**src/rtl/opfetch_pkg.sv**
```systemverilog
package opfetch_pkg;

  // Phase of one program fetch. The order of phases is fixed by the bus cycle.
  typedef enum logic [1:0] {
    PH_IDLE  = 2'd0,
    PH_LATCH = 2'd1,  // address-latch strobe high
    PH_HOLD  = 2'd2,  // strobe low, low address still driven
    PH_READ  = 2'd3   // read strobe low, shared port released
  } fetch_phase_t;

endpackage

```
**src/rtl/opfetch_ctl.sv**
```systemverilog
module opfetch_ctl
  import opfetch_pkg::*;
#(
  parameter int LATCH_CYC = 2,
  parameter int HOLD_CYC  = 1,
  parameter int READ_CYC  = 3,
  parameter int SAMPLE_AT = 2
) (
  input  logic clk,
  input  logic rst,
  input  logic req_i,
  output logic ready_o,
  output logic accept_o,
  output logic drive_nxt_o,
  output logic ale_o,
  output logic psen_n_o,
  output logic sample_o,
  output logic done_o
);

  localparam int CW = $clog2(LATCH_CYC + HOLD_CYC + READ_CYC + 1);
  localparam logic [CW-1:0] LIM_LATCH = CW'(LATCH_CYC - 1);
  localparam logic [CW-1:0] LIM_HOLD  = CW'(HOLD_CYC - 1);
  localparam logic [CW-1:0] LIM_READ  = CW'(READ_CYC - 1);
  localparam logic [CW-1:0] SMP_CNT   = CW'(SAMPLE_AT - 1);

  fetch_phase_t   phase_q, phase_d;
  logic [CW-1:0]  cnt_q, cnt_d;
  logic           ale_q, psen_n_q;
  logic           last_read;

  assign last_read = (phase_q == PH_READ) && (cnt_q == LIM_READ);
  assign ready_o   = (phase_q == PH_IDLE) || last_read;
  assign accept_o  = req_i && ready_o;
  assign sample_o  = (phase_q == PH_READ) && (cnt_q == SMP_CNT);
  assign done_o    = last_read;

  always_comb begin
    phase_d = phase_q;
    cnt_d   = cnt_q;
    case (phase_q)
      PH_IDLE: begin
        if (accept_o) begin
          phase_d = PH_LATCH;
          cnt_d   = '0;
        end
      end
      PH_LATCH: begin
        if (cnt_q == LIM_LATCH) begin
          phase_d = PH_HOLD;
          cnt_d   = '0;
        end else begin
          cnt_d = cnt_q + 1'b1;
        end
      end
      PH_HOLD: begin
        if (cnt_q == LIM_HOLD) begin
          phase_d = PH_READ;
          cnt_d   = '0;
        end else begin
          cnt_d = cnt_q + 1'b1;
        end
      end
      PH_READ: begin
        if (cnt_q == LIM_READ) begin
          phase_d = accept_o ? PH_LATCH : PH_IDLE;
          cnt_d   = '0;
        end else begin
          cnt_d = cnt_q + 1'b1;
        end
      end
      default: begin
        phase_d = PH_IDLE;
        cnt_d   = '0;
      end
    endcase
  end

  assign drive_nxt_o = (phase_d == PH_LATCH) || (phase_d == PH_HOLD);

  always_ff @(posedge clk) begin
    if (rst) begin
      phase_q  <= PH_IDLE;
      cnt_q    <= '0;
      ale_q    <= 1'b0;
      psen_n_q <= 1'b1;
    end else begin
      phase_q  <= phase_d;
      cnt_q    <= cnt_d;
      ale_q    <= (phase_d == PH_LATCH);
      psen_n_q <= (phase_d != PH_READ);
    end
  end

  assign ale_o    = ale_q;
  assign psen_n_o = psen_n_q;

  // Checker counters: lengths of the strobe pulses and of the gap between them.
  logic [CW-1:0] ale_run, low_run, since_ale;

  always_ff @(posedge clk) begin
    if (rst) begin
      ale_run   <= '0;
      low_run   <= '0;
      since_ale <= '0;
    end else begin
      ale_run   <= ale_o ? ((ale_run == '1) ? ale_run : ale_run + 1'b1) : '0;
      low_run   <= !psen_n_o ? ((low_run == '1) ? low_run : low_run + 1'b1) : '0;
      since_ale <= ale_o ? '0 : ((since_ale == '1) ? since_ale : since_ale + 1'b1);
    end
  end


  ale_width_chk: assert property (@(posedge clk) disable iff (rst)
    $fell(ale_o) |-> ale_run == CW'(LATCH_CYC));


  psen_gap_chk: assert property (@(posedge clk) disable iff (rst)
    $fell(psen_n_o) |-> since_ale == CW'(HOLD_CYC));


  psen_width_chk: assert property (@(posedge clk) disable iff (rst)
    $rose(psen_n_o) |-> low_run == CW'(READ_CYC));


  ready_busy_chk: assert property (@(posedge clk) disable iff (rst)
    (ale_o || !psen_n_o) && ready_o |-> !psen_n_o);

endmodule

```
**src/rtl/opfetch_addr.sv**
```systemverilog
module opfetch_addr #(
  parameter int ADDR_W = 16,
  parameter int LO_W   = 8
) (
  input  logic              clk,
  input  logic              rst,
  input  logic              accept_i,
  input  logic              drive_nxt_i,
  input  logic [ADDR_W-1:0] addr_i,
  output logic [ADDR_W-LO_W-1:0] addr_hi_o,
  output logic [LO_W-1:0]   port_lo_o,
  output logic              port_oe_o
);

  localparam int HI_W = ADDR_W - LO_W;

  logic [HI_W-1:0] hi_q;
  logic [LO_W-1:0] lo_q;
  logic            oe_q;

  always_ff @(posedge clk) begin
    if (rst) begin
      hi_q <= '0;
      lo_q <= '0;
      oe_q <= 1'b0;
    end else begin
      if (accept_i) begin
        hi_q <= addr_i[ADDR_W-1:LO_W];
        lo_q <= addr_i[LO_W-1:0];
      end
      oe_q <= drive_nxt_i;
    end
  end

  assign addr_hi_o = hi_q;
  assign port_lo_o = lo_q;
  assign port_oe_o = oe_q;


  hi_stable_chk: assert property (@(posedge clk) disable iff (rst)
    !$stable(addr_hi_o) |-> $past(accept_i));


  lo_stable_chk: assert property (@(posedge clk) disable iff (rst)
    port_oe_o && $past(port_oe_o) |-> $stable(port_lo_o));

endmodule

```
**src/rtl/opfetch_cap.sv**
```systemverilog
module opfetch_cap #(
  parameter int DATA_W = 8
) (
  input  logic              clk,
  input  logic              rst,
  input  logic              sample_i,
  input  logic              done_i,
  input  logic [DATA_W-1:0] data_i,
  output logic [DATA_W-1:0] opcode_o,
  output logic              valid_o
);

  logic [DATA_W-1:0] grab_q;
  logic [DATA_W-1:0] op_q;
  logic              vld_q;

  always_ff @(posedge clk) begin
    if (rst) begin
      grab_q <= '0;
      op_q   <= '0;
      vld_q  <= 1'b0;
    end else begin
      if (sample_i) grab_q <= data_i;
      if (done_i)   op_q   <= grab_q;
      vld_q <= done_i;
    end
  end

  assign opcode_o = op_q;
  assign valid_o  = vld_q;


  valid_pulse_chk: assert property (@(posedge clk) disable iff (rst)
    valid_o |=> !valid_o);


  opcode_hold_chk: assert property (@(posedge clk) disable iff (rst)
    !$stable(opcode_o) |-> valid_o);

endmodule

```
**src/rtl/opfetch_seq.sv**
```systemverilog
module opfetch_seq #(
  parameter int ADDR_W    = 16,
  parameter int DATA_W    = 8,
  parameter int LATCH_CYC = 2,
  parameter int HOLD_CYC  = 1,
  parameter int READ_CYC  = 3,
  parameter int SAMPLE_AT = 2
) (
  input  logic                     clk,
  input  logic                     rst,
  input  logic                     req_i,
  input  logic [ADDR_W-1:0]        addr_i,
  output logic                     ready_o,
  output logic                     ale_o,
  output logic                     psen_n_o,
  output logic [ADDR_W-DATA_W-1:0] addr_hi_o,
  output logic [DATA_W-1:0]        port_lo_o,
  output logic                     port_lo_oe_o,
  input  logic [DATA_W-1:0]        port_lo_i,
  output logic [DATA_W-1:0]        opcode_o,
  output logic                     opcode_valid_o
);

  logic accept, drive_nxt, sample, done;

  opfetch_ctl #(
    .LATCH_CYC(LATCH_CYC),
    .HOLD_CYC (HOLD_CYC),
    .READ_CYC (READ_CYC),
    .SAMPLE_AT(SAMPLE_AT)
  ) u_ctl (
    .clk        (clk),
    .rst        (rst),
    .req_i      (req_i),
    .ready_o    (ready_o),
    .accept_o   (accept),
    .drive_nxt_o(drive_nxt),
    .ale_o      (ale_o),
    .psen_n_o   (psen_n_o),
    .sample_o   (sample),
    .done_o     (done)
  );

  opfetch_addr #(
    .ADDR_W(ADDR_W),
    .LO_W  (DATA_W)
  ) u_addr (
    .clk        (clk),
    .rst        (rst),
    .accept_i   (accept),
    .drive_nxt_i(drive_nxt),
    .addr_i     (addr_i),
    .addr_hi_o  (addr_hi_o),
    .port_lo_o  (port_lo_o),
    .port_oe_o  (port_lo_oe_o)
  );

  opfetch_cap #(
    .DATA_W(DATA_W)
  ) u_cap (
    .clk     (clk),
    .rst     (rst),
    .sample_i(sample),
    .done_i  (done),
    .data_i  (port_lo_i),
    .opcode_o(opcode_o),
    .valid_o (opcode_valid_o)
  );


  port_release_chk: assert property (@(posedge clk) disable iff (rst)
    !psen_n_o |-> !port_lo_oe_o);


  valid_at_rise_chk: assert property (@(posedge clk) disable iff (rst)
    opcode_valid_o |-> $rose(psen_n_o));


  ale_drive_chk: assert property (@(posedge clk) disable iff (rst)
    ale_o |-> port_lo_oe_o);

endmodule

```
**config.mk**
```make
export PLATFORM = sky130hd
export DESIGN_NAME = opfetch_seq
export DESIGN_NICKNAME = d
export VERILOG_FILES = /design/src/rtl/opfetch_pkg.sv /design/src/rtl/opfetch_ctl.sv /design/src/rtl/opfetch_addr.sv /design/src/rtl/opfetch_cap.sv /design/src/rtl/opfetch_seq.sv
export SDC_FILE = /design/constraint.sdc
export NUM_CORES = 1
export LEC_CHECK = 0
export BUFFER_PORTS_ARGS = -buffer_cell sky130_fd_sc_hd__buf_4
export CELL_PAD_IN_SITES_DETAIL_PLACEMENT = 1
export CELL_PAD_IN_SITES_GLOBAL_PLACEMENT = 2
export CORE_MARGIN = 4
export CORE_UTILIZATION = 34
export CTS_BUF_LIST = sky130_fd_sc_hd__clkbuf_4
export DETAILED_ROUTE_END_ITERATION = 16
export PLACE_DENSITY = 0.95
export SYNTH_ARGS = -nofsm -noshare
export SYNTH_HDL_FRONTEND = slang
export SYNTH_HIERARCHICAL = 1
export SYNTH_SLANG_ARGS = --single-unit
```
**constraint.sdc**
```tcl
create_clock -name clk -period 2.7 [get_ports clk]
set_clock_uncertainty 0.05 [all_clocks]
set_input_delay 0.135 -clock clk [delete_from_list [all_inputs] [get_ports clk]]
set_output_delay 0.135 -clock clk [all_outputs]
set_load 0.005 [all_outputs]
```
==> metrics, run 1 <==
library cell occupying the most area in the post-synthesis netlist sky130_fd_sc_hd__dfxtp_1; antenna violations before repair 0; Die Span X 78.85 um; hold crit path type in -> reg; worst relative slew slack 72.67%; leading cell types by total area after synthesis sky130_fd_sc_hd__dfxtp_1 48%, sky130_fd_sc_hd__mux2i_1 19%, sky130_fd_sc_hd__nor2_1 8.1%, sky130_fd_sc_hd__ha_1 3.7%, sky130_fd_sc_hd__buf_6 2.6%; Avg Cell Area, Syn 10.47 um^2; Gate power share 18.3%; proportion of power drawn by the clock network 24.9%; warning count from the yosys run 6; hold wc startpoint req_i; Setup TNS 0 ns; share of Yosys cell area claimed by the top area cell type 48.09%; Mapped Nets 195; minimum period implied by the final worst setup slack 2.021 ns; Worst Setup Start Kind register; count of cell types in the netlist 31; diode count 0; count of antenna-violating nets left after detailed routing 0; total power 1.145 mW; Crit Path Max Fanout 16; status complete, no violations; arrival time at the worst endpoint 2.19 ns; transition time at the pin with the least slew margin 0.4099 ns; sequential element share of the synthesized area 48.09%; worst hold-check slack 0.06834 ns; area growth from synthesis to layout 41.06%; Pins Over Slew Limit 0; maximum number of buffers from clock root to sink 2; Switching Power 296.2 uW; Final setup violation count 0; ranking of synthesized cells by instance count 41 x sky130_fd_sc_hd__dfxtp_1, 37 x sky130_fd_sc_hd__nor2_1, 32 x sky130_fd_sc_hd__mux2i_1, 6 x sky130_fd_sc_hd__a21oi_1; switching part of the total power 25.86%; max-capacitance violation count 0; register bit total from synthesis 41; vias in the first global route 1423; Syn Inst Count 163; area of the mapped netlist 0.001707 mm^2; element type at the critical path end register; insertion delay of the later-clocked pin in the worst-skew pair 0.33 ns; Die Area 0.006217 mm^2; share of the clock period used by the worst path after layout 74.84%; deepest level of the CTS H-tree 2; global-route wire length before repair 6941 um; effective utilization at floorplan 35.66%; DRC violation count after routing 0; Post-Route Utilization 50.30%; Layout Nets 272; post-route non-filler standard cell count 307; ys flop type sky130_fd_sc_hd__dfxtp_1; vertical extent of the die 78.85 um; clock root buffer master sky130_fd_sc_hd__clkbuf_4; placer congestion estimate 0.7469; clock-pin slew on the worst setup and hold paths 0.11 ns; clock sinks 41; global routing usage summed across all routing layers 14.25%; Via Count 1405; leakage power summed over all cells 1.030 nW; Routed WL per cell 13.85 um; share of power burned in registers 56.7%; num rows 25; core outline area 0.004786 mm^2; # port buffers 55; Hold Crit Depth 4; Vias/cell 4.577; Detailed Route Iter0 Violations 61; start-to-end type of the worst setup path reg -> reg; most frequent cell after synthesis sky130_fd_sc_hd__dfxtp_1; Int Power 849.2 uW; achievable frequency 494.9 MHz; unrepaired setup endpoints after global routing false; Detailed Routing Iterations Pass 1 4; routed wire length 4252 um; Hold Violations, Final 0; ys async rst share 0%; required time of the critical path 2.87 ns; source of the critical timing path u_ctl/cnt_q[0]$_SDFFE_PP0P_; Reg2Reg Depth 8; clock buffers created by TritonCTS 5; total congestion overflow after global routing 0; TritonCTS clock tree built; Power Density 475.8 mW/mm^2; number of synthesized flops with an enable pin 0; ratio of cells with drive above 1 in the final layout 30.83%; placed wire-length estimate after detailed placement 2658 um; startpoint of the worst-slack reg-to-reg timing path u_ctl/cnt_q[0]$_SDFFE_PP0P_; maximum vdd drop 0.1952 mV; top-level I/O count 56; maximum number of pins on one net before global-route repair 41; number of cells in the design after placement 276
## cells by family (layout without fill, tap and decap cells)
kind of cell | Yosys count | count (layout) | synth area share (%)
buffers and inverters | 15 | 92 | 6.672
AOI/OAI and AO/OA | 11 | 11 | 5.206
adders and majority gates | 5 | 5 | 3.666
muxes | 32 | 32 | 18.77
and+or+nand+nor | 59 | 59 | 17.59
DFF | 41 | 41 | 48.09
## sequential cells by signal (all words and copies together), names as in the netlist
| signal | cells |
|---|---|
| u_ctl/ale_o | 1 |
| u_ctl/cnt_q | 3 |
| u_cap/valid_o | 1 |
| u_cap/opcode_o | 8 |
| u_ctl/phase_q | 2 |
| u_ctl/psen_n_o | 1 |
| u_addr/addr_hi_o | 8 |
| u_addr/port_oe_o | 1 |
| u_addr/port_lo_o | 8 |
| u_cap/grab_q | 8 |
## layout make-up
class | instances | area, um^2
fill | 542 | 2379
clock buffer | 5 | 37.54
multi-input combinational | 107 | 774.5
timing repair buffer | 80 | 660.6
clock inverter | 2 | 11.26
tap | 67 | 83.83
inverter | 5 | 18.77
sequential | 41 | 820.8
## layout by cell type (no fill, tap or decap), drive strengths merged
cell type,n
clkinv,1
o211ai,1
ha,5
dlygate4sd3,24
and2b,2
clkbuf,5
nor2,38
a21oi,6
nor2b,4
nand2b,3
a21boi,1
and2,1
a211o,1
clkinvlp,1
nand2,3
a311oi,1
nand3b,1
inv,5
and4b,1
nand3,2
and3,1
a21o,1
nor3,2
or2,1
dfxtp,41
buf,56
mux2i,32
## final timing paths
check,to,slack (ns)
max,u_addr/port_lo_o[2]$_SDFFE_PP0P_,0.68
min,u_ctl/cnt_q[0]$_SDFFE_PP0P_,0.07
max reg2reg,u_addr/port_lo_o[2]$_SDFFE_PP0P_,0.68
min reg2reg,u_ctl/cnt_q[0]$_SDFFE_PP0P_,0.45
## worst max-delay path: stages (launching register included)
cell	delay (ns)
sky130_fd_sc_hd__dfxtp_1	0.35
sky130_fd_sc_hd__inv_1	0.10
sky130_fd_sc_hd__ha_1	0.22
sky130_fd_sc_hd__and4b_4	0.40
sky130_fd_sc_hd__nor2_4	0.09
sky130_fd_sc_hd__nor2b_2	0.10
sky130_fd_sc_hd__buf_4	0.28
sky130_fd_sc_hd__mux2i_1	0.25
sky130_fd_sc_hd__nor2_1	0.06
## power by group through the flow
stage          combinational [mW]  clock, mW  sequential [mW]
2_1_floorplan               0.112          0            0.659
3_3_place_gp                0.179          0            0.663
3_5_place_dp                0.182          0            0.663
4_1_cts                     0.209      0.300            0.650
5_1_grt                     0.232      0.327            0.655
6_report                    0.210      0.286            0.650
## layer usage
layer	global-route usage, %	share of wire (%)	vias to the layer above
met4	5.155	0.92	0
met1	15.88	43	665
met5	0	0	-
met3	3.968	5.4	2
li1	-	-	694
met2	25.81	51	44
## metrics by stage
stage	setup slack [ns]	area, um^2
CTS	0.6622	2397
finish	0.6792	2407
global route	0.5217	2407
global placement	0.7565	2118
floorplan	0.9746	1707
detailed placement	0.6699	2118
## repair_timing
action	in CTS	in global routing
hold endpoints to repair	23	1
resized for setup	0	0
hold buffers	23	1
setup buffers	0	0
Note: power is estimated with default switching activity, not from simulation.
==> run 2, diff against run 1 <==
--- a/config.mk
+++ b/config.mk
@@ -9,10 +9,10 @@
 export CELL_PAD_IN_SITES_DETAIL_PLACEMENT = 1
 export CELL_PAD_IN_SITES_GLOBAL_PLACEMENT = 2
 export CORE_MARGIN = 4
-export CORE_UTILIZATION = 34
+export CORE_UTILIZATION = 31
 export CTS_BUF_LIST = sky130_fd_sc_hd__clkbuf_4
 export DETAILED_ROUTE_END_ITERATION = 16
-export PLACE_DENSITY = 0.95
+export PLACE_DENSITY = 0.89
 export SYNTH_ARGS = -nofsm -noshare
 export SYNTH_HDL_FRONTEND = slang
 export SYNTH_HIERARCHICAL = 1
==> constraint.sdc (replaced) <==
create_clock -name clk -period 1.9 [get_ports clk]
set_clock_uncertainty 0.05 [all_clocks]
set_input_delay 0.095 -clock clk [delete_from_list [all_inputs] [get_ports clk]]
set_output_delay 0.095 -clock clk [all_outputs]
set_load 0.005 [all_outputs]
==> metrics, run 2 (same netlist as run 1, synthesis figures left out) <==
startpoint of the worst-slack reg-to-reg timing path u_ctl/cnt_q[0]$_SDFFE_PP0P_; arrival time at the worst endpoint 1.99 ns (-0.20 ns); r2r endpoint u_addr/addr_hi_o[5]$_SDFFE_PP0P_; maximum vdd drop 0.2929 mV (+50%); vertical extent of the die 82.20 um (+4.2%); core outline area 0.005205 mm^2 (+8.8%); Die Span X 82.20 um (+4.2%); share of the clock period used by the worst path after layout 95.47% (+21 points); transition time at the pin with the least slew margin 0.4042 ns (-0.005711 ns); Hold Violations, Final 0 (unchanged); clock buffers created by TritonCTS 5 (unchanged); Pins Over Slew Limit 0 (unchanged); Final setup violation count 0 (unchanged); total congestion overflow after global routing 0 (unchanged); delay of the slowest critical-path stage 0.36 ns (-0.04 ns); max-capacitance violation count 0 (unchanged); share of power burned in registers 56.4% (-0.3 points); Worst Setup Start Kind register; hold wc startpoint req_i; Detailed Route Iter0 Violations 52 (-15%); source of the critical timing path u_ctl/cnt_q[0]$_SDFFE_PP0P_; # port buffers 55 (unchanged); Die Area 0.006756 mm^2 (+8.7%); vias in the first global route 1406 (-1.2%); Via Count 1377 (-2.0%); Switching Power 423.0 uW (+43%); end point of the critical path u_addr/addr_hi_o[5]$_SDFFE_PP0P_; global-route wire length before repair 6479 um (-6.7%); proportion of power drawn by the clock network 24.8% (about the same); total power 1.639 mW (+43%); highest-count cells in the layout ignoring fill and taps 58 x sky130_fd_sc_hd__buf_4, 40 x sky130_fd_sc_hd__dfxtp_1, 37 x sky130_fd_sc_hd__nor2_1; area growth from synthesis to layout 43.55%; clock sinks 41 (unchanged); achievable frequency 551.3 MHz (+11%); top-level I/O count 56 (unchanged); insertion delay of the later-clocked pin in the worst-skew pair 0.34 ns (about the same); placed wire-length estimate after detailed placement 2685 um (+1.0%); Reg2Reg Depth 8 (unchanged); Hold Crit Depth 4 (unchanged); unrepaired setup endpoints after global routing true; Layout Nets 275 (+1.1%); minimum period implied by the final worst setup slack 1.814 ns (-0.2069 ns); Worst R2R Setup Slack 0.09 ns (-0.59 ns); Power Density 669.0 mW/mm^2 (+41%); leakage power summed over all cells 1.049 nW (+1.8%); status complete, no violations; worst hold-check slack 0.02354 ns (-0.04480 ns); switching part of the total power 25.81% (-0.055 points); global routing usage summed across all routing layers 12.90% (-1.3 points); Routed WL per cell 13.23 um (-4.5%); commonest non-fill, non-tap cell in the layout sky130_fd_sc_hd__buf_4; diode count 0 (unchanged); DRC violation count after routing 0 (unchanged); ratio of cells with drive above 1 in the final layout 32.51% (+1.7 points); Slowest cell on crit path sky130_fd_sc_hd__dfxtp_2; element type at the critical path end register; maximum number of pins on one net before global-route repair 41 (unchanged); clock root buffer master sky130_fd_sc_hd__clkbuf_4; Gate power share 18.8% (+0.5 points); cell-by-cell listing of the critical path inv_1 -> ha_2 -> and4b_4 -> nor2_4 -> nor2b_2 -> buf_12 -> mux2i_1 -> nor2_1; hold crit path type in -> reg; clock-pin slew on the worst setup and hold paths 0.12 ns (about the same); worst relative slew slack 73.05% (+0.38 points); Detailed Routing Iterations Pass 1 4 (unchanged); Int Power 1.216 mW (+43%); effective utilization at floorplan 32.79% (-2.9 points); TritonCTS clock tree built; Crit Path Max Fanout 16 (unchanged); maximum number of buffers from clock root to sink 2 (unchanged); antenna violations before repair 0 (unchanged); Vias/cell 4.399 (-3.9%); start-to-end type of the worst setup path reg -> reg; routed wire length 4140 um (-2.6%); deepest level of the CTS H-tree 2 (unchanged); num rows 26 (+4.0%); required time of the critical path 2.08 ns (-0.79 ns); count of antenna-violating nets left after detailed routing 0 (unchanged); placer congestion estimate 0.7528 (+0.79%)
-- run 2: timing repair --
item | CTS | global route
gates resized for setup | 1 | 1
hold buffers | 24 | 0
setup endpoints to repair | 1 | 4
cloned | 0 | 0
setup buffers | 0 | 0
hold endpoints to repair | 24 | 0
-- run 2: final cells by class --
| type | count | area, um^2 |
|---|---|---|
| Fill cell | 595 | 2755 |
| Sequential cell | 41 | 822.0 |
| Multi-Input combinational cell | 107 | 777.0 |
| Timing Repair Buffer | 83 | 695.7 |
| Tap cell | 70 | 87.58 |
| Clock buffer | 5 | 37.54 |
| Inverter | 5 | 18.77 |
| Clock inverter | 2 | 11.26 |
-- run 2: metrics by stage --
stage / area, um^2 / utilization [%] / setup slack, ns / std cells / setup TNS [ns]
after floorplan: 1707 / - / 0.1746 / 163 / 0
after global routing: 2450 / 47.07 / -0.009835 / 313 / -0.01779
after CTS: 2447 / 47.02 / 0.04423 / 313 / 0
after detailed placement: 2157 / 41.44 / 0.1049 / 282 / 0
final: 2450 / 47.07 / 0.08610 / 313 / 0
after global placement: 2157 / 41.44 / 0.1666 / 282 / 0
-- run 2: routing by layer --
metal  track usage [%]  vias to the layer above  routed length (um)
met1             14.51                      633                1763
met4             5.482                        0                  67
met5                 0                        -                   0
li1                  -                      694                   -
met3             3.905                        5                 271
met2             22.44                       45                2038
-- run 2: worst min-delay path by stage --
stage                                       endpoint  slack [ns]
finish                   u_ctl/cnt_q[0]$_SDFFE_PP0P_        0.02
global route             u_ctl/cnt_q[0]$_SDFFE_PP0P_        0.02
CTS                      u_ctl/cnt_q[0]$_SDFFE_PP0P_        0.01
detailed placement  u_addr/addr_hi_o[3]$_SDFFE_PP0P_        0.29
global placement    u_addr/port_lo_o[0]$_SDFFE_PP0P_        0.28
floorplan                u_ctl/cnt_q[0]$_SDFFE_PP0P_        0.11
-- run 2: critical path, delay by kind of cell, from the launching register on --
kind,cells,cell delay [ns]
buffers and inverters,2,0.27
and+or+nand+nor,4,0.55
adders and majority gates,1,0.22
DFF,1,0.36
muxes,1,0.24
-- run 2: power by group through the flow --
stage / clock network, mW / logic [mW] / registers [mW]
after floorplan: 0 / 0.159 / 0.936
after global placement: 0 / 0.265 / 0.942
after detailed placement: 0 / 0.270 / 0.943
after CTS: 0.437 / 0.310 / 0.924
after global routing: 0.490 / 0.339 / 0.931
final: 0.407 / 0.308 / 0.924
==> run 3, diff against run 2 <==
--- a/config.mk
+++ b/config.mk
@@ -8,6 +8,7 @@
 export BUFFER_PORTS_ARGS = -buffer_cell sky130_fd_sc_hd__buf_4
 export CELL_PAD_IN_SITES_DETAIL_PLACEMENT = 1
 export CELL_PAD_IN_SITES_GLOBAL_PLACEMENT = 2
+export CORE_ASPECT_RATIO = 1.1
 export CORE_MARGIN = 4
 export CORE_UTILIZATION = 31
 export CTS_BUF_LIST = sky130_fd_sc_hd__clkbuf_4
==> metrics, run 3 (same netlist as run 1, synthesis figures left out) <==
share of power burned in registers 55.0% (-1.4 points); top-level I/O count 56 (unchanged); status complete, no violations; start-to-end type of the worst setup path reg -> reg; clock root buffer master sky130_fd_sc_hd__clkbuf_4; maximum number of buffers from clock root to sink 2 (unchanged); ratio of cells with drive above 1 in the final layout 33.60% (+1.1 points); worst relative slew slack 73.15% (+0.096 points); Hold Crit Depth 2 (-2); Die Area 0.006758 mm^2 (about the same); metal3 WL 289 um (+6.6%); Post-Route Utilization 46.80% (-0.27 points); hold wc startpoint rst; highest-count cells in the layout ignoring fill and taps 59 x sky130_fd_sc_hd__buf_4, 41 x sky130_fd_sc_hd__dfxtp_1, 37 x sky130_fd_sc_hd__nor2_1; DRC violation count after routing 0 (unchanged); Hold Path Sink u_cap/opcode_o[0]$_SDFFE_PP0P_; num rows 28 (+7.7%); clock-pin slew on the worst setup and hold paths 0.12 ns (about the same); antenna violations before repair 0 (unchanged); r2r endpoint u_addr/port_lo_o[6]$_SDFFE_PP0P_; placer congestion estimate 0.7367 (-2.1%); transition time at the pin with the least slew margin 0.4028 ns (-0.001434 ns); total power 1.678 mW (+2.4%); # port buffers 55 (unchanged); Layout Nets 278 (+1.1%); max-capacitance violation count 0 (unchanged); minimum period implied by the final worst setup slack 1.812 ns (-0.001526 ns); TritonCTS clock tree built; Final setup violation count 0 (unchanged); clock sinks 41 (unchanged); post-route setup slack 0.08763 ns (+0.001526 ns); fill cell instance count of the final layout 617 (+3.7%); achievable frequency 551.8 MHz (about the same); area growth from synthesis to layout 46.99%; Routed WL per cell 13.46 um (+1.8%); effective utilization at floorplan 31.84% (-0.95 points); diode count 0 (unchanged); Vias/cell 4.354 (-1.0%); worst slack at placement 0.06866 ns (-0.03623 ns); Detailed Route Iter0 Violations 34 (-35%); Hold Violations, Final 0 (unchanged); Detailed Routing Iterations Pass 1 4 (unchanged); sequential standard cell area 820.8 um^2 (-0.15%); Worst Setup Start Kind register; share of the clock period used by the worst path after layout 95.39% (about the same); Via Count 1402 (+1.8%); deepest level of the CTS H-tree 2 (unchanged); met1 layer wirelength in the final routing 1700 um (-3.6%); core outline area 0.005360 mm^2 (+3.0%); routed wire length 4335 um (+4.7%); Worst R2R Setup Slack 0.09 ns (about the same); clock buffers created by TritonCTS 5 (unchanged); top layer reached by signal wires met4; maximum vdd drop 0.3019 mV (+3.1%); required time of the critical path 2.08 ns (about the same); Switching Power 428.7 uW (+1.4%); vertical extent of the die 85.82 um (+4.4%); area of combinational cells with multiple inputs 782.0 um^2 (+0.64%); global routing usage summed across all routing layers 12.63% (-0.28 points); hold crit path type in -> reg; element type at the critical path end register; count of antenna-violating nets left after detailed routing 0 (unchanged); startpoint of the worst-slack reg-to-reg timing path u_ctl/cnt_q[0]$_SDFFE_PP0P_; global-route wire length before repair 6686 um (+3.2%); Int Power 1.250 mW (+2.8%); Pins Over Slew Limit 0 (unchanged); worst hold-check slack 0.1011 ns (+0.07755 ns); Power Density 669.0 mW/mm^2 (about the same); commonest non-fill, non-tap cell in the layout sky130_fd_sc_hd__buf_4; leakage power summed over all cells 1.085 nW (+3.5%); Crit Path Max Fanout 8 (-8); total congestion overflow after global routing 0 (unchanged); Gate power share 19.5% (+0.7 points); insertion delay of the later-clocked pin in the worst-skew pair 0.34 ns (about the same); DR WL met2 2291 um (+12%); Reg2Reg Depth 8 (unchanged); Die Span X 78.75 um (-4.2%); proportion of power drawn by the clock network 25.5% (+0.7 points); vias in the first global route 1408 (+0.14%); maximum number of pins on one net before global-route repair 41 (unchanged); Setup TNS 0 ns (unchanged); arrival time at the worst endpoint 1.99 ns (about the same); switching part of the total power 25.55% (-0.26 points)
==> run 3: area by class of cell <==
| cell class | instances | share of cell area [%] |
|---|---|---|
| timing repair buffer | 86 | 29.43 |
| clock buffer | 6 | 1.796 |
| clock inverter | 2 | 0.3990 |
| multi-input combinational | 107 | 31.17 |
| tap | 75 | 3.741 |
| sequential | 41 | 32.72 |
| inverter | 5 | 0.7481 |
==> run 3: worst max path at each step <==
stage,start,endpoint,slack [ns],cells after the start
5_1_grt,u_ctl/cnt_q[0]$_SDFFE_PP0P_,u_addr/port_lo_o[6]$_SDFFE_PP0P_,-0.04,8
3_5_place_dp,u_ctl/cnt_q[0]$_SDFFE_PP0P_,u_addr/port_lo_o[0]$_SDFFE_PP0P_,0.07,8
2_1_floorplan,u_ctl/cnt_q[0]$_SDFFE_PP0P_,u_addr/addr_hi_o[0]$_SDFFE_PP0P_,0.17,9
4_1_cts,u_ctl/cnt_q[0]$_SDFFE_PP0P_,u_addr/addr_hi_o[1]$_SDFFE_PP0P_,0.03,8
3_3_place_gp,u_ctl/cnt_q[0]$_SDFFE_PP0P_,u_addr/addr_hi_o[1]$_SDFFE_PP0P_,0.12,8
6_report,u_ctl/cnt_q[0]$_SDFFE_PP0P_,u_addr/port_lo_o[6]$_SDFFE_PP0P_,0.09,8
==> run 3: timing repair <==
| item | 4_1_cts | 5_1_grt |
|---|---|---|
| hold buffers | 25 | 0 |
| resized for setup | 0 | 3 |
| setup buffers | 0 | 2 |
| endpoints found under the setup margin | 0 | 18 |
| endpoints found under the hold margin | 25 | 0 |
==> run 3: through the flow <==
step | instance area [um^2] | std cells
CTS | 2461 | 319
global route | 2509 | 322
detailed placement | 2156 | 286
finish | 2509 | 322
global placement | 2156 | 286
floorplan | 1707 | 163
==> run 3: power by group through the flow <==
stage                     Clock, mW  Sequential [mW]  Combinational [mW]
after floorplan                   0            0.936               0.159
after global routing          0.502            0.930               0.361
after CTS                     0.454            0.922               0.308
final                         0.428            0.922               0.328
after detailed placement          0            0.941               0.266
after global placement            0            0.941               0.263
==> run 3: worst max-delay path, cell delays in order, from the launching register on <==
cell,delay (ns)
sky130_fd_sc_hd__dfxtp_1,0.37
sky130_fd_sc_hd__inv_2,0.09
sky130_fd_sc_hd__ha_2,0.21
sky130_fd_sc_hd__and4b_4,0.28
sky130_fd_sc_hd__nor2_4,0.06
sky130_fd_sc_hd__nor2b_4,0.18
sky130_fd_sc_hd__buf_12,0.16
sky130_fd_sc_hd__mux2i_1,0.23
sky130_fd_sc_hd__nor2_1,0.06
==> run 3: metal layers <==
layer / global-route usage (%) / vias to the layer above
met5: 0 / -
met4: 4.293 / 0
met3: 4.202 / 7
met2: 21.39 / 46
met1: 14.94 / 649
li1: - / 700
